--- config.mk ---
export PLATFORM = sky130hd
export DESIGN_NAME = serial_tx_queue
export DESIGN_NICKNAME = d
export VERILOG_FILES = /design/src/rtl/txq_pkg.sv /design/src/rtl/txq_datapath.sv /design/src/rtl/txq_control.sv /design/src/rtl/serial_tx_queue.sv
export SDC_FILE = /design/constraint.sdc
export NUM_CORES = 1
export LEC_CHECK = 0
export ABC_AREA = 1
export BUFFER_PORTS_ARGS = -buffer_cell sky130_fd_sc_hd__buf_2
export CELL_PAD_IN_SITES_DETAIL_PLACEMENT = 0
export CELL_PAD_IN_SITES_GLOBAL_PLACEMENT = 2
export CORE_MARGIN = 5
export CORE_UTILIZATION = 35
export CTS_CLUSTER_SIZE = 40
export DETAILED_ROUTE_END_ITERATION = 10
export GPL_TIMING_DRIVEN = 0
export PLACE_DENSITY = 0.82
export SYNTH_ARGS = -nofsm -noshare
export SYNTH_HDL_FRONTEND = slang
export SYNTH_SLANG_ARGS = --single-unit
--- constraint.sdc ---
create_clock -name clk -period 2.8 [get_ports clk]
set_clock_uncertainty 0.05 [all_clocks]
set_input_delay 0.14 -clock clk [delete_from_list [all_inputs] [get_ports clk]]
set_output_delay 0.14 -clock clk [all_outputs]
set_load 0.005 [all_outputs]
--- src/rtl/txq_pkg.sv ---
package txq_pkg;
  typedef enum logic [2:0] {
    ST_IDLE,
    ST_START,
    ST_DATA,
    ST_PARITY,
    ST_STOP
  } txState_t;

  typedef struct packed {
    logic load;
    logic shift;
  } txStrobes_t;
endpackage

--- src/rtl/txq_datapath.sv ---
module txq_datapath
  import txq_pkg::*;
#(
  parameter int DATA_W = 8,
  parameter int DEPTH = 16,
  localparam int PTR_W = $clog2(DEPTH),
  localparam int CNT_W = PTR_W + 1
) (
  input  logic              clk,
  input  logic              rstN,
  input  logic              wrEn,
  input  logic [DATA_W-1:0] wrData,
  input  logic              fifoEn,
  input  logic [1:0]        charLen,
  input  logic              parityOdd,
  input  txStrobes_t        strobes,
  output logic              dataBit,
  output logic              parityBit,
  output logic              fifoEmpty,
  output logic [CNT_W-1:0]  fifoCount
);
  logic [DATA_W-1:0] mem [DEPTH];
  logic [PTR_W-1:0] wrPtr, rdPtr;
  logic [DATA_W-1:0] shiftReg, mask;
  logic [CNT_W-1:0] capacity;
  logic fifoEnQ, flush, accept, pop;

  assign flush = fifoEn != fifoEnQ;
  assign capacity = fifoEn ? CNT_W'(DEPTH) : CNT_W'(1);
  assign accept = wrEn && (fifoCount < capacity);
  assign pop = strobes.load && (fifoCount != '0);
  assign fifoEmpty = fifoCount == '0;
  assign dataBit = shiftReg[0];

  always_comb begin
    for (int i = 0; i < DATA_W; i++) mask[i] = i < (int'(charLen) + 5);
  end

  always_ff @(posedge clk) begin
    if (!rstN) begin
      wrPtr <= '0;
      rdPtr <= '0;
      fifoCount <= '0;
      fifoEnQ <= 1'b0;
    end else begin
      fifoEnQ <= fifoEn;
      if (flush) begin
        wrPtr <= '0;
        rdPtr <= '0;
        fifoCount <= '0;
      end else begin
        if (accept) wrPtr <= (wrPtr == PTR_W'(DEPTH - 1)) ? '0 : wrPtr + PTR_W'(1);
        if (pop) rdPtr <= (rdPtr == PTR_W'(DEPTH - 1)) ? '0 : rdPtr + PTR_W'(1);
        fifoCount <= fifoCount + CNT_W'(accept) - CNT_W'(pop);
      end
    end
  end

  always_ff @(posedge clk) begin
    if (accept && !flush) mem[wrPtr] <= wrData;
  end

  always_ff @(posedge clk) begin
    if (!rstN) begin
      shiftReg <= '0;
      parityBit <= 1'b0;
    end else if (pop) begin
      shiftReg <= mem[rdPtr];
      parityBit <= (^(mem[rdPtr] & mask)) ^ parityOdd;
    end else if (strobes.shift) begin
      shiftReg <= shiftReg >> 1;
    end
  end
endmodule

--- src/rtl/txq_control.sv ---
module txq_control
  import txq_pkg::*;
#(
  parameter int DATA_W = 8,
  parameter int TICKS_PER_BIT = 16,
  localparam int CNT_W = $clog2(2 * TICKS_PER_BIT + 1),
  localparam int BITCNT_W = $clog2(DATA_W)
) (
  input  logic       clk,
  input  logic       rstN,
  input  logic       tick,
  input  logic       fifoEmpty,
  input  logic       breakEn,
  input  logic [1:0] charLen,
  input  logic       parityEn,
  input  logic       stopLong,
  input  logic       dataBit,
  input  logic       parityBit,
  output txStrobes_t strobes,
  output logic       lineBit,
  output logic       shifterEmpty
);
  txState_t state;
  logic [CNT_W-1:0] tickCnt, stopTicks, bitLimit;
  logic [BITCNT_W-1:0] bitCnt, lastBit;
  logic bitEnd, canStart;

  assign lastBit = BITCNT_W'(charLen) + BITCNT_W'(4);
  assign shifterEmpty = state == ST_IDLE;

  always_comb begin
    if (!stopLong) stopTicks = CNT_W'(TICKS_PER_BIT);
    else if (charLen == 2'd0) stopTicks = CNT_W'(TICKS_PER_BIT * 3 / 2);
    else stopTicks = CNT_W'(2 * TICKS_PER_BIT);
    bitLimit = (state == ST_STOP) ? stopTicks - CNT_W'(1) : CNT_W'(TICKS_PER_BIT - 1);
    bitEnd = tick && (state != ST_IDLE) && (tickCnt == bitLimit);
    canStart = tick && !fifoEmpty && !breakEn;
    strobes.load = canStart && ((state == ST_IDLE) || ((state == ST_STOP) && bitEnd));
    strobes.shift = bitEnd && ((state == ST_START) ||
                               ((state == ST_DATA) && (bitCnt != lastBit)));
  end

  always_ff @(posedge clk) begin
    if (!rstN) begin
      state <= ST_IDLE;
      tickCnt <= '0;
      bitCnt <= '0;
      lineBit <= 1'b1;
    end else if (strobes.load) begin
      state <= ST_START;
      tickCnt <= '0;
      lineBit <= 1'b0;
    end else if (bitEnd) begin
      tickCnt <= '0;
      case (state)
        ST_START: begin
          state <= ST_DATA;
          bitCnt <= '0;
          lineBit <= dataBit;
        end
        ST_DATA: begin
          if (bitCnt == lastBit) begin
            state <= parityEn ? ST_PARITY : ST_STOP;
            lineBit <= parityEn ? parityBit : 1'b1;
          end else begin
            bitCnt <= bitCnt + BITCNT_W'(1);
            lineBit <= dataBit;
          end
        end
        ST_PARITY: begin
          state <= ST_STOP;
          lineBit <= 1'b1;
        end
        default: begin
          state <= ST_IDLE;
          lineBit <= 1'b1;
        end
      endcase
    end else if (tick && (state != ST_IDLE)) begin
      tickCnt <= tickCnt + CNT_W'(1);
    end
  end
endmodule

--- src/rtl/serial_tx_queue.sv ---
module serial_tx_queue
  import txq_pkg::*;
#(
  parameter int DATA_W = 8,
  parameter int DEPTH = 16,
  parameter int TICKS_PER_BIT = 16,
  localparam int CNT_W = $clog2(DEPTH) + 1
) (
  input  logic              clk,
  input  logic              rstN,
  input  logic              tick,
  input  logic              wrEn,
  input  logic [DATA_W-1:0] wrData,
  input  logic              fifoEn,
  input  logic [1:0]        charLen,
  input  logic              parityEn,
  input  logic              parityOdd,
  input  logic              stopLong,
  input  logic              breakEn,
  input  logic              loopEn,
  output logic              serOut,
  output logic              loopOut,
  output logic              fifoEmpty,
  output logic              shifterEmpty
);
  txStrobes_t strobes;
  logic dataBit, parityBit, lineBit, lineOut;
  logic [CNT_W-1:0] fifoCount;

  txq_datapath #(.DATA_W(DATA_W), .DEPTH(DEPTH)) u_datapath (
    .clk(clk), .rstN(rstN), .wrEn(wrEn), .wrData(wrData), .fifoEn(fifoEn),
    .charLen(charLen), .parityOdd(parityOdd), .strobes(strobes),
    .dataBit(dataBit), .parityBit(parityBit), .fifoEmpty(fifoEmpty),
    .fifoCount(fifoCount)
  );

  txq_control #(.DATA_W(DATA_W), .TICKS_PER_BIT(TICKS_PER_BIT)) u_control (
    .clk(clk), .rstN(rstN), .tick(tick), .fifoEmpty(fifoEmpty), .breakEn(breakEn),
    .charLen(charLen), .parityEn(parityEn), .stopLong(stopLong),
    .dataBit(dataBit), .parityBit(parityBit), .strobes(strobes),
    .lineBit(lineBit), .shifterEmpty(shifterEmpty)
  );

  assign lineOut = lineBit & ~breakEn;
  assign serOut = loopEn ? 1'b1 : lineOut;
  assign loopOut = loopEn ? lineOut : 1'b1;
endmodule

Word level (Yosys, flattened, before mapping). Memory sizes are Yosys's and may differ from the RTL's. A register that Yosys moved wholly into a read port is not among the register bits. Index checks and enable logic that the tools add are counted.

Register bits after elaboration: 36. Word-level logic and storage cells: 106. Input port bits: 20. RAM bits: 128. Output and inout port bits: 4. Memories: 1.

Memory list: u_datapath.mem (depth 16, bits a word 8, read ports 1, clocked after Yosys merged registers in 1, write ports 1, RTL line txq_datapath.sv:22) `logic [DATA_W-1:0] mem [DEPTH];`.

Multiplexer cells: 26. Bitwise gates (word level): 6. $add $sub $neg: 9. Reduce and logical (&&, ||, !) cells: 31. Equal/unequal tests: 13. Magnitude comparators: 9.

Operator list (count): 4-bit by 32-bit < comparator with 1-bit output (first input constant) (4); 3-bit by 32-bit < comparator with 1-bit output (first input constant) (2); 1-bit by 32-bit < comparator with 1-bit output (first input constant) (1); 2-bit by 32-bit < comparator with 1-bit output (first input constant) (1); 6-bit two-way mux (3); 4-bit two-way mux (4); 8-bit two-way mux (2); 1-bit logical AND (11); 1-bit two-way mux (10); 3-bit two-way mux (3); 3-bit one-hot mux with 3 select lines (1); 4-bit by 1-bit adder with 4-bit output (second input constant) (2); 8-bit bitwise AND (1); 4-bit equality test (second input constant) (2); 8-bit parity (1); 6-bit by 1-bit adder with 6-bit output (second input constant) (1); 3-bit by 2-bit equality test with 1-bit output (second input constant) (2); 6-bit equality test (1); 3-bit one-hot mux with 2 select lines (1); 2-bit nonzero test (3); 6-bit by 1-bit subtractor with 6-bit output (second input constant) (1); 5-bit by 1-bit adder with 5-bit output (1); 5-bit logical NOT (1); 5-bit < comparator (1); 26 further kinds (34).

Logic depth before layout (Yosys ltp). Gate-level depths: netlist (run 1).

Depth after elaboration: 13. Mapped depth: 19. Depth with buffers taken out: 17.

Hierarchy. From an unflattened synthesis (run 1), not the netlist that was laid out.

Cell total of the unflattened synthesis: 880. Area total of the unflattened synthesis: 7968.9 µm².

Modules (own cells, without submodules): txq_datapath (sequential area each 4384.2 µm², area an instance 7040.5 µm², cells an instance 741, times used 1); txq_control (sequential area each 260.2 µm², area an instance 907.1 µm², cells an instance 134, times used 1); serial_tx_queue (sequential area each 0.0 µm², area an instance 21.3 µm², cells an instance 5, times used 1).

Worst setup path after synthesis (run 1). OpenSTA, ideal clock, no wires.

Kind: register to register. Start point: reg u_control.state[1]. End point: reg u_datapath.fifoCount[4]. Setup slack: 0.000 ns. Buffers on the path: 1. Data required time: 2.680 ns. Library setup time: 0.070 ns. Clock period less this slack: 2.800 ns. Stages on the path, launching flop included: 18. Arrival: 2.680 ns. Path through: dfxtp_1 nor2_1 inv_1 nor2_1 nand2_1 xnor2_1 nand2_2 nand2_2 nand2_4 inv_4 buf_6 ha_1 inv_1 ha_1 fa_1 a211oi_1 o21ai_0 a21oi_1.

Word-level cells in the longest chain between the ends: 9. Elaborated cells on any way between the ends: 12. Classes of those cells: 1 x add/sub; 2 x eq/ne; 1 x mux; 8 x reduce/logical.

Ends and longest elaborated chain: start: declaration (RTL line txq_control.sv:23) `txState_t state;`; start signal: assignment (RTL line txq_control.sv:63) `state <= parityEn ? ST_PARITY : ST_STOP;`; 3-bit equality test (RTL line txq_control.sv:35, txq_control.sv:38); 6-bit two-way mux (RTL line txq_control.sv:35) `bitLimit = (state == ST_STOP) ? stopTicks - CNT_W'(1) : CNT_W'(TICKS_PER_BIT - 1);`; 6-bit equality test (RTL line txq_control.sv:36) `bitEnd = tick && (state != ST_IDLE) && (tickCnt == bitLimit);`; 1-bit logical AND (RTL line txq_control.sv:36); 1-bit logical AND (RTL line txq_control.sv:38) `strobes.load = canStart && ((state == ST_IDLE) || ((state == ST_STOP) && bitEnd));`; 1-bit logical OR * (RTL line txq_control.sv:38); 1-bit logical AND * (RTL line txq_control.sv:38); 1-bit logical AND * (RTL line txq_datapath.sv:31) `assign pop = strobes.load && (fifoCount != '0);`; 5-bit by 1-bit subtractor with 5-bit output * (RTL line txq_datapath.sv:54) `fifoCount <= fifoCount + CNT_W'(accept) - CNT_W'(pop);`; end signal: assignment (RTL line txq_datapath.sv:54); end: declaration (RTL line txq_datapath.sv:20) `output logic [CNT_W-1:0] fifoCount`.

Mark *: on every way between the ends. The rest lies on a longest branch, timed or not. A chain may end at the register's enable or synchronous reset.

Final worst setup path (run 1). Ends and elaborated chain as after synthesis.

==> metrics.md, run 1 <==
| Metric | Value |
|---|---|
| Synth top area share | `51.13%` |
| Via/cell ratio | `~4.7` |
| Drt initial violations | `between 200 and 300` |
| Area of the die | `24510 sq um` |
| Largest net degree at the start of global routing | `17` |
| WP data arrival | `3.00 ns` |
| Met2 routed WL | `8927 microns` |
| Die height | `about 160 microns` |
| CTS tree | `built` |
| Seq cells post-synth | `168` |
| Cell Pwr Density | `721.6 nW/um^2` |
| Crit path capture type | `register` |
| Worst min path class | `primary input to register` |
| Mean Syn Cell Area | `between 9 and 10 sq um` |
| Mapped Nets | `831` |
| Initial cell density of the core | `35.65%` |
| Status | `complete, no violations` |
| Synth Instances | `794` |
| # nets final | `885` |
| Yosys warning count | `0` |
| Leak | `3.460 nW` |
| Synth-to-Final Area Change | `16.21%` |
| Global-route usage over all layers | `between 15 and 20%` |
| Clock Path Buffers | `2` |
| WL met3 | `727 microns` |
| Fmax | `373.1 MHz` |
| H-tree depth | `4` |
| First-pass GRT wire length | `29350 microns` |
| Antenna fix cells | `0` |
| Antenna viol nets, final | `0` |
| Routed wire length per instance | `roughly 17 microns` |
| Cell area after layout | `8736 sq um` |
| Top sig layer | `met4` |
| Number of flops mapped to enable cells by yosys | `128` |
| Crit start category | `register` |
| DRT Wirelength | `19020 microns` |
| Layout Utilization | `about two fifths` |
| Max_slew headroom | `roughly a third` |
| Clk pin slew, worst setup/hold paths | `0.07 ns` |
| GPL Wtd Cong | `0.8043` |
| Worst-margin pin slew | `0.9824 ns` |
| Peak supply drop | `0.0003851 V` |
| Final Setup Violations | `0` |
| Clk_lat worst skew | `0.44 ns` |
| Num rows | `53` |
| Initial antenna violation count | `0` |
| Final TNS setup | `0 ns` |
| Dpl hpwl | `12750 microns` |
| Number of I/O port buffers | `23` |
| Grt total ovfl | `0` |
| Post-synthesis sequential area ratio | `61.78%` |
| Synth async-reset ratio | `0%` |
| Die Span X | `156.6 microns` |
| TritonCTS Buffers | `17` |
| Vias in the first global route | `5037` |
| Synthesized area | `7517 sq um` |
| Worst-path maximum fanout | `6` |
| Overall Power | `6.304 mW` |
| Core area | `21090 sq um` |
| Most frequent cell after synthesis | `nand2_1` |
| Metal-1 WL | `9019 microns` |
| RSZ-0062 raised after global routing | `true` |
| DP Area | `7986 sq um` |
| Ranking of synthesized cells by area | `edfxtp_1 (51%), nand2_1 (12%), dfxtp_1 (11%), nand3_1 (5.8%), inv_1 (4.7%)` |
| Yosys cell types | `35` |
| TritonRoute pass-1 iters | `6` |
| Slew Limit Fails | `0` |
| Fin crit period | `2.680 ns` |
| Final worst path period share | `95.72%` |
| Root Driver | `clkbuf_16` |
| Final Hold Viols | `0` |
| Synth top cells by count | `nand2_1 (236), edfxtp_1 (128), inv_1 (94)` |
| CP required | `3.12 ns` |
| IO Pins | `24` |
| # Max-Cap Violations | `0` |
| Synth area leader | `edfxtp_1` |
| Most used DFF post-synth | `edfxtp_1` |
| Crit path kind | `register to register` |
| Proportion of layout cells with a drive suffix above 1 | `about 13%` |
| Detailed-route DRC error count | `0` |
| Vias | `~5.4k` |
| CTS Sinks | `168` |
## what timing repair did
item,4_1_cts,5_1_grt
setup buffers,3,6
hold endpoints to repair,6,0
pin swaps,3,4
endpoints found under the setup margin,36,60
hold buffers,4,0
gates resized for setup,16,10
gates cloned,0,0
## worst paths after layout
path / start / to / slack (ns) / cells past startpoint
worst max-delay path: u_control.state[1] / u_datapath.fifoCount[4] / 0.12 / 16
worst max register to register: u_control.state[1] / u_datapath.fifoCount[4] / 0.12 / 16
worst min register to register: u_datapath.shiftReg[7] / u_datapath.shiftReg[7] / 0.43 / 2
worst min-delay path: wrData[1] / u_datapath.mem[13][1] / 0.03 / 1
## per-stage QoR
| step | instances | hold slack, ns | setup WS (ns) |
|---|---|---|---|
| finish | 1136 | 0.03482 | 0.1198 |
| global route | 1136 | 0.02595 | -0.04423 |
| CTS | 1130 | 0.01367 | 0.007386 |
| detailed placement | 1092 | 0.3675 | -0.4521 |
| global placement | 1092 | 0.3588 | -0.4697 |
| floorplan | 794 | 0.1700 | 0.02795 |
## final cells by class
type                       count  area, sq um
fill                        2095        12350
sequential                   168         4653
multi-input combinational    502         2445
clock buffer                  19        432.9
inverter                      97        376.6
tap                          275        344.1
timing repair buffer          36        222.7
clock inverter                13        143.9
buffer                        26        117.6
## per-layer routing
metal  global-route usage (%)  up-vias
li1                         -     2724
met1                    22.21     2524
met2                    25.57      123
met3                    2.738       23
met4                    5.289        0
met5                        0        -
## report_power, final
| group | internal, mW | switching [mW] |
|---|---|---|
| Combinational | 0.391 | 0.734 |
| Sequential | 2.78 | 0.0542 |
| Clock | 1.33 | 1.02 |
| Total | 4.49 | 1.81 |
## worst max-delay path, stage by stage, from the launching register on
cell and delay [ns]:
dfxtp_2 0.35, nor2_4 0.13, inv_2 0.07, nor2_2 0.10, nand2_1 0.07, xnor2_1 0.14, nand2_2 0.08, nand2_2 0.07
nand2_4 0.14, clkinv_8 0.07, ha_1 0.26, inv_1 0.04, ha_1 0.21, fa_2 0.40, a211oi_2 0.21, o21ai_0 0.10
a21oi_1 0.14
## state kept, by name (all words and copies together), names as in the netlist, named ones only
register	flops
u_control.lineBit	1
u_datapath.fifoCount	5
u_control.tickCnt	6
u_datapath.wrPtr	4
u_datapath.rdPtr	4
u_datapath.fifoEnQ	1
u_control.bitCnt	3
u_datapath.shiftReg	8
u_control.state	3
u_datapath.mem	128
u_datapath.parityBit	1
## placed cells by master (no fill, tap or decap), types with 2 or more instances in the layout
cell,instances
buf_1,3
dfxtp_2,4
inv_1,92
ha_1,16
a21oi_1,21
nand2_1,235
o211ai_1,7
or2_2,3
clkinv_2,2
edfxtp_1,128
dfxtp_1,35
xnor2_1,5
bufinv_16,2
nand2_2,4
inv_2,3
dlygate4sd3_1,4
nand3_1,87
o21ai_1,2
buf_2,36
clkbuf_1,11
buf_4,10
clkbuf_16,17
o21ai_0,24
nor2_1,57
clkinv_4,3
xor2_1,5
inv_6,5
nor2_2,7
nor3_1,5
a31oi_1,8
nor3_2,4
clkinv_1,2
## cell families after synthesis
group	count (synthesis)	share of synthesized area, %
simple gates	409	22.62
flops	168	61.78
buf+inv	124	6.591
compound gates	66	4.910
fa+ha+maj	17	2.929
xor+xnor	10	1.165
(Power assumes the default switching activity.)
==> run 2, diff against run 1 <==
PLACE_DENSITY = 0.79   (was 0.82)
clock period = 3.2 ns   (was 2.8 ns; I/O delays follow)
==> run 2 against run 1 <==
  * Critical path depth is 1 lower
  * Clock-buffer cell count is 2 lower
  * Die area stayed put
  * Sequential power is 13% lower
  * Register-to-register slack better by 0.15 ns
  * Highest routed layer unchanged
  * Routed wire length is 0.54% higher
  * First-iteration DRC count is 30% higher
  * Hold slack better by 0.018 ns
  * Fmax is 8.6% lower
  * Critical path type unchanged
  * Final area is 0.46% lower
  * Non-clock buffer count is 5 lower
==> metrics.md, run 2 (synthesis results as in run 1) <==
| Metric | Value |
|---|---|
| RSZ-0062 raised after global routing | `false` |
| Biggest register | `u_datapath.mem` |
| Routed wire length per instance | `16.91 microns (+0.98%)` |
| Area of the die | `24510 sq um (unchanged)` |
| Initial cell density of the core | `35.65% (unchanged)` |
| Final TNS setup | `0 ns (unchanged)` |
| H-tree depth | `4 (unchanged)` |
| Via/cell ratio | `4.705 (-0.92%)` |
| Fin crit period | `2.932 ns (+0.2513 ns)` |
| WP data arrival | `3.24 ns (+0.24 ns)` |
| Cell area after layout | `8696 sq um (-0.46%)` |
| Final Setup Violations | `0 (unchanged)` |
| Drt initial violations | `373 (+30%)` |
| Detailed-route DRC error count | `0 (unchanged)` |
| DP Area | `7981 sq um (about the same)` |
| GPL Wtd Cong | `0.7547 (-6.2%)` |
| Leak | `3.459 nW (about the same)` |
| Worst r2r src | `u_datapath.fifoCount[2]` |
| Setup WS post-layout | `0.2685 ns (+0.1487 ns)` |
| Antenna viol nets, final | `0 (unchanged)` |
| Overall Power | `5.580 mW (-11%)` |
| TritonRoute pass-1 iters | `4 (-2)` |
| Cell Pwr Density | `641.7 nW/um^2 (-11%)` |
| TritonCTS Buffers | `17 (unchanged)` |
| Grt total ovfl | `0 (unchanged)` |
| Fmax | `341.1 MHz (-8.6%)` |
| Most frequent cells in the layout | `nand2_1 (236), edfxtp_1 (128), inv_1 (94)` |
| Dpl hpwl | `13030 microns (+2.2%)` |
| Reg2reg setup slack | `0.27 ns (+0.15 ns)` |
| Number of I/O port buffers | `23 (unchanged)` |
| # fillers | `2106 (+0.53%)` |
| Final Hold Viols | `0 (unchanged)` |
| Initial antenna violation count | `0 (unchanged)` |
| Global-route usage over all layers | `16.35% (+0.35 points)` |
| Clock Path Buffers | `2 (unchanged)` |
| Worst-path maximum fanout | `10 (+4)` |
| Root Driver | `clkbuf_16` |
| Crit path capture type | `register` |
| Placed cells | `1092 (unchanged)` |
| Slew Limit Fails | `0 (unchanged)` |
| # nets final | `880 (-0.56%)` |
| Die height | `156.6 microns (unchanged)` |
| Peak supply drop | `0.0003430 V (-11%)` |
| Worst slack at placement | `-0.1570 ns (+0.2951 ns)` |
| # Max-Cap Violations | `0 (unchanged)` |
| Final worst path period share | `91.61% (-4.1 points)` |
| Crit path kind | `register to register` |
| Hold endpoint | `u_datapath.mem[13][0]` |
| Clk_lat worst skew | `0.43 ns (about the same)` |
| Crit start category | `register` |
| Largest registers | `u_datapath.mem: 128 flops, u_datapath.shiftReg: 8 flops, u_control.tickCnt: 6 flops` |
| Commonest non-fill, non-tap cell in the layout | `nand2_1` |
| Core area | `21090 sq um (unchanged)` |
| CTS tree | `built` |
| DRT Wirelength | `19120 microns (+0.54%)` |
| Worst reg2reg path depth | `15 (-1)` |
| Max reg flops | `128 (unchanged)` |
| Num rows | `53 (unchanged)` |
| Worst-margin pin slew | `1.164 ns (+0.1817 ns)` |
| CP required | `3.51 ns (+0.39 ns)` |
| Vias in the first global route | `5155 (+2.3%)` |
| Status | `complete, no violations` |
| Proportion of layout cells with a drive suffix above 1 | `10.63% (-2.0 points)` |
| Layout Utilization | `41.24% (-0.19 points)` |
| First-pass GRT wire length | `30060 microns (+2.4%)` |
| Synth-to-Final Area Change | `15.68%` |
| CTS Sinks | `168 (unchanged)` |
| Worst hold margin | `0.05247 ns (+0.01765 ns)` |
| Antenna fix cells | `0 (unchanged)` |
| Clk pin slew, worst setup/hold paths | `0.07 ns (about the same)` |
| Largest net degree at the start of global routing | `17 (unchanged)` |
| Vias | `5321 (-1.4%)` |
| Reg2reg end | `u_datapath.fifoCount[4]` |
| Worst min path class | `primary input to register` |
| Die Span X | `156.6 microns (unchanged)` |
| Worst Hold Depth | `1 (unchanged)` |
| Non-filler instance count after layout | `1131 (-0.44%)` |
| IO Pins | `24 (unchanged)` |
| Max_slew headroom | `22.11% (-12 points)` |
| Worst hold path startpoint | `wrData[0]` |
-- run 2: changes by cell type in the layout (fill, tap and decap cells not counted), moves of 2 or more --
cell / change
buf_4: -7
inv_2: -2
dfxtp_2: -3
inv_1: +2
nor2_2: -6
inv_8: +3
dfxtp_1: +4
clkbuf_1: -2
nor2_1: +6
-- run 2: worst max-delay path by stage --
| stage | slack [ns] | from | end | cells past startpoint |
|---|---|---|---|---|
| finish | 0.27 | u_datapath.fifoCount[2] | u_datapath.fifoCount[4] | 15 |
| CTS | 0.06 | u_control.state[2] | u_datapath.fifoCount[4] | 16 |
| floorplan | 0.40 | u_control.state[1] | u_datapath.fifoCount[4] | 17 |
| global route | 0.02 | u_control.state[1] | u_datapath.fifoCount[4] | 17 |
| detailed placement | -0.16 | u_control.state[2] | u_datapath.fifoCount[4] | 16 |
| global placement | -0.15 | u_control.state[2] | u_datapath.fifoCount[4] | 16 |
-- run 2: final cells by class --
type                       instances  area (sq um)  area share (%)
multi-input combinational        502          2415           27.77
clock inverter                    15         190.2           2.187
buffer                            27         128.9           1.482
tap                              275         344.1           3.957
clock buffer                      17         425.4           4.892
inverter                          97         369.1           4.245
timing repair buffer              30         177.7           2.043
sequential                       168          4646           53.42
-- run 2: timing repair --
action                                  CTS  global route
hold buffers                              4             0
pin swaps                                 1             2
resized for setup                         2             6
hold endpoints to repair                  3             0
endpoints found under the setup margin    1             3
setup buffers                             1             1
-- run 2: metal layers --
layer	up-vias	track usage (%)	routed length [microns]
met2	89	25.76	9020
met4	0	5.124	308
met5	-	0	0
met1	2503	22.54	8990
li1	2711	-	-
met3	18	3.733	803
-- run 2: power by group --
group / total, mW / switching [mW] / internal [mW]
registers: 2.47 / 0.0451 / 2.43
logic: 0.949 / 0.628 / 0.320
clock network: 2.16 / 0.907 / 1.25
-- run 2: critical path, stage by stage, from the launching register on --
cell	delay [ns]
dfxtp_1	0.34
inv_1	0.09
ha_1	0.20
nand3_1	0.08
nor2_1	0.07
nor4_1	0.40
nand2_4	0.19
inv_6	0.09
buf_6	0.14
ha_1	0.13
inv_1	0.04
ha_1	0.20
fa_2	0.37
a211oi_2	0.23
o21ai_0	0.11
a21oi_1	0.13
==> run 3, diff against run 2 <==
ABC_AREA = 0   (was 1)
PLACE_DENSITY = 0.71   (was 0.79)
==> run 3 against run 2 <==
  * Sequential share of layout area increased by 1.4 points
  * Register-to-register slack got worse by 0.19 ns
  * Non-clock buffer count decreased by 9
  * Clock-buffer cell count increased by 2
  * Die area decreased by 4.2%
==> metrics.md, run 3 <==
| Metric | Value |
|---|---|
| TritonCTS Buffers | `17 (unchanged)` |
| Most frequent cell after synthesis | `edfxtp_1` |
| RSZ-0062 raised after global routing | `true` |
| Antenna viol nets, final | `0 (unchanged)` |
| Final Setup Violations | `0 (unchanged)` |
| Fin crit period | `3.118 ns (+0.1867 ns)` |
| Final worst path period share | `97.45% (+5.8 points)` |
| Worst min path class | `primary input to register` |
| Internal Power | `4.135 mW (+3.4%)` |
| Slew Limit Fails | `0 (unchanged)` |
| Synthesized area | `7179 sq um (-4.5%)` |
| Vias in the first global route | `4177 (-19%)` |
| Placed cells | `774 (-29%)` |
| Final TNS setup | `0 ns (unchanged)` |
| Die height | `153.2 microns (-2.1%)` |
| Net Sw Frac | `24.68% (-3.6 points)` |
| Sequential Power Share | `45.3% (+1.0 points)` |
| Clock Path Buffers | `2 (unchanged)` |
| Commonest non-fill, non-tap cell in the layout | `edfxtp_1` |
| Yosys warning count | `0 (unchanged)` |
| Ranking of synthesized cells by area | `edfxtp_1 (54%), dfxtp_1 (11%), mux4_1 (5.9%), mux4_2 (3.5%), ha_1 (2.8%)` |
| First-pass GRT wire length | `24670 microns (-18%)` |
| Initial antenna violation count | `1 (+1)` |
| Root Driver | `clkbuf_16` |
| Worst r2r src | `u_control.state[1]` |
| CTS tree | `built` |
| Crit path capture type | `register` |
| Grt total ovfl | `0 (unchanged)` |
| Most frequent cells in the layout | `edfxtp_1 (128), dfxtp_1 (38), nand2_1 (29)` |
| Vias | `4119 (-23%)` |
| Worst-margin pin slew | `0.7299 ns (-0.4342 ns)` |
| Most used DFF post-synth | `edfxtp_1` |
| Number of I/O port buffers | `23 (unchanged)` |
| TritonRoute pass-1 iters | `5 (+1)` |
| Synth area leader | `edfxtp_1` |
| Clk_lat worst skew | `0.42 ns (about the same)` |
| Clock share of power | `39.5% (+0.8 points)` |
| GPL Wtd Cong | `0.7687 (+1.9%)` |
| CP required | `3.50 ns (about the same)` |
| Num rows | `52 (-1.9%)` |
| Drt initial violations | `347 (-7.0%)` |
| Synth-to-Final Area Change | `18.02%` |
| Critical path launch point | `u_control.state[1]` |
| H-tree depth | `4 (unchanged)` |
| Number of flops mapped to enable cells by yosys | `128 (unchanged)` |
| Synth top cells by count | `edfxtp_1 (128), dfxtp_1 (40), nor2_1 (40)` |
| Via/cell ratio | `5.079 (+8.0%)` |
| Seq cells post-synth | `168 (unchanged)` |
| Worst-path maximum fanout | `10 (unchanged)` |
| Biggest register | `u_datapath.mem` |
| Largest registers | `u_datapath.mem: 128 flops, u_datapath.shiftReg: 8 flops, u_control.tickCnt: 6 flops` |
| Mean Syn Cell Area | `14.99 sq um (+58%)` |
| Crit path kind | `register to register` |
| Antenna fix cells | `0 (unchanged)` |
| Die Span X | `153.2 microns (-2.1%)` |
| Crit start category | `register` |
| Synth async-reset ratio | `0% (unchanged)` |
| Synth top area share | `53.54% (+2.4 points)` |
| Status | `complete, no violations` |
| Dpl hpwl | `10630 microns (-18%)` |
| CTS Sinks | `168 (unchanged)` |
| Max_slew headroom | `51.29% (+29 points)` |
| Worst hold path startpoint | `parityEn` |
| Global-route usage over all layers | `14.10% (-2.3 points)` |
| Detailed-route DRC error count | `0 (unchanged)` |
| # nets final | `566 (-36%)` |
| Largest net degree at the start of global routing | `17 (unchanged)` |
| Non-filler instance count after layout | `811 (-28%)` |
| Peak supply drop | `0.0004461 V (+30%)` |
| Area of the die | `23480 sq um (-4.2%)` |
| Cell Pwr Density | `647.9 nW/um^2 (+0.97%)` |
| Switching power | `1.355 mW (-14%)` |
| Synth Instances | `479 (-40%)` |
| Final Hold Viols | `0 (unchanged)` |
| Logic pwr share | `15.2% (-1.8 points)` |
| Routed wire length per instance | `19.44 microns (+15%)` |
| Overall Power | `5.490 mW (-1.6%)` |
| Post-synthesis sequential area ratio | `64.69% (+2.9 points)` |
| Leak | `2.773 nW (-20%)` |
| Clk pin slew, worst setup/hold paths | `0.07 ns (about the same)` |
| Core area | `20230 sq um (-4.0%)` |
| Max reg flops | `128 (unchanged)` |
| Initial cell density of the core | `35.48% (-0.17 points)` |
| # Max-Cap Violations | `0 (unchanged)` |
| WP data arrival | `3.42 ns (+0.18 ns)` |
| # fillers | `1823 (-13%)` |
| Yosys cell types | `53 (+51%)` |
| Mapped Nets | `516 (-38%)` |
| IO Pins | `24 (unchanged)` |
| DRT Wirelength | `15770 microns (-18%)` |
| Fmax | `320.7 MHz (-6.0%)` |
| Proportion of layout cells with a drive suffix above 1 | `21.07% (+10 points)` |
[run 3: changes by cell type in the layout (fill, tap and decap cells not counted), moves of 9 or more]
cell,delta
mux2i_1,+17
o21ai_0,-13
mux4_1,+16
inv_1,-76
nand3_1,-78
nor2_1,-35
mux4_2,+11
a22oi_1,+10
buf_2,-9
nor2_2,+11
nand2_1,-207
nand2b_1,+11
[run 3: final cells by class]
class                           instances  area (sq um)  area share [%]
Buffer                                 16         136.4           1.610
Clock buffer                           19         432.9           5.109
Clock inverter                         12         192.7           2.274
Inverter                               19         71.32          0.8417
Multi-Input combinational cell        275          2457           29.00
Sequential cell                       168          4647           54.84
Tap cell                              270         337.8           3.987
Timing Repair Buffer                   32         197.7           2.333
[run 3: repair_timing]
item | 4_1_cts | 5_1_grt
resized for setup | 17 | 14
hold buffers | 3 | 0
endpoints found under the hold margin | 3 | 0
pin swaps | 3 | 1
endpoints found under the setup margin | 36 | 100
cloned | 0 | 0
buffers inserted | 2 | 2
[run 3: kinds of logic after synthesis]
logic type / count (synthesis) / synth area share (%)
flip-flops: 168 / 64.69
multiplexers: 45 / 11.83
buffers and inverters: 36 / 2.788
XOR/XNOR: 17 / 2.666
AO/OA/AOI/OAI: 72 / 6.571
adder cells (fa/ha/maj): 17 / 3.067
AND/OR/NAND/NOR: 124 / 8.383
[run 3: metal layers]
metal | global-route usage [%] | up-vias | share of wire [%]
met2 | 23.77 | 93 | 50
li1 | - | 1942 | -
met5 | 0 | - | 0.082
met4 | 3.055 | 2 | 0.44
met1 | 18.06 | 2076 | 43
met3 | 4.241 | 6 | 7.1
[run 3: per-stage QoR]
step / hold slack, ns / utilization [%] / instance area [sq um] / setup slack (ns)
global placement: 0.3794 / 37.77 / 7642 / -0.5952
detailed placement: 0.3853 / 37.98 / 7685 / -0.5530
global route: 0.03884 / 41.87 / 8473 / -0.1811
CTS: 0.03476 / 41.58 / 8414 / -0.1529
finish: 0.05151 / 41.87 / 8473 / 0.08174
floorplan: 0.1719 / - / 7189 / 0.02298
[run 3: worst paths after layout]
| path | end | slack (ns) | cells after the start |
|---|---|---|---|
| max reg2reg | u_datapath.fifoCount[4] | 0.08 | 15 |
| min | u_control.state[2] | 0.05 | 4 |
| max | u_datapath.fifoCount[4] | 0.08 | 15 |
| min reg2reg | u_datapath.shiftReg[3] | 0.41 | 2 |
[run 3: worst max-delay path: stages, from the launching register on]
cell,delay [ns]
dfxtp_2,0.42
and4bb_2,0.28
mux2i_1,0.13
a22oi_2,0.24
o21ai_4,0.10
nand2_2,0.10
inv_2,0.05
buf_6,0.13
ha_1,0.26
inv_1,0.03
ha_1,0.19
fa_2,0.35
a21oi_1,0.15
nor2_1,0.07
or3_1,0.34
a21oi_1,0.14
[run 3: power by group through the flow]
| stage | Clock [mW] | Sequential [mW] | Combinational, mW |
|---|---|---|---|
| after global routing | 2.31 | 2.50 | 0.936 |
| final | 2.17 | 2.48 | 0.834 |
| after global placement | 0 | 2.53 | 0.778 |
| after floorplan | 0 | 2.51 | 0.568 |
| after CTS | 2.21 | 2.49 | 0.829 |
| after detailed placement | 0 | 2.53 | 0.796 |
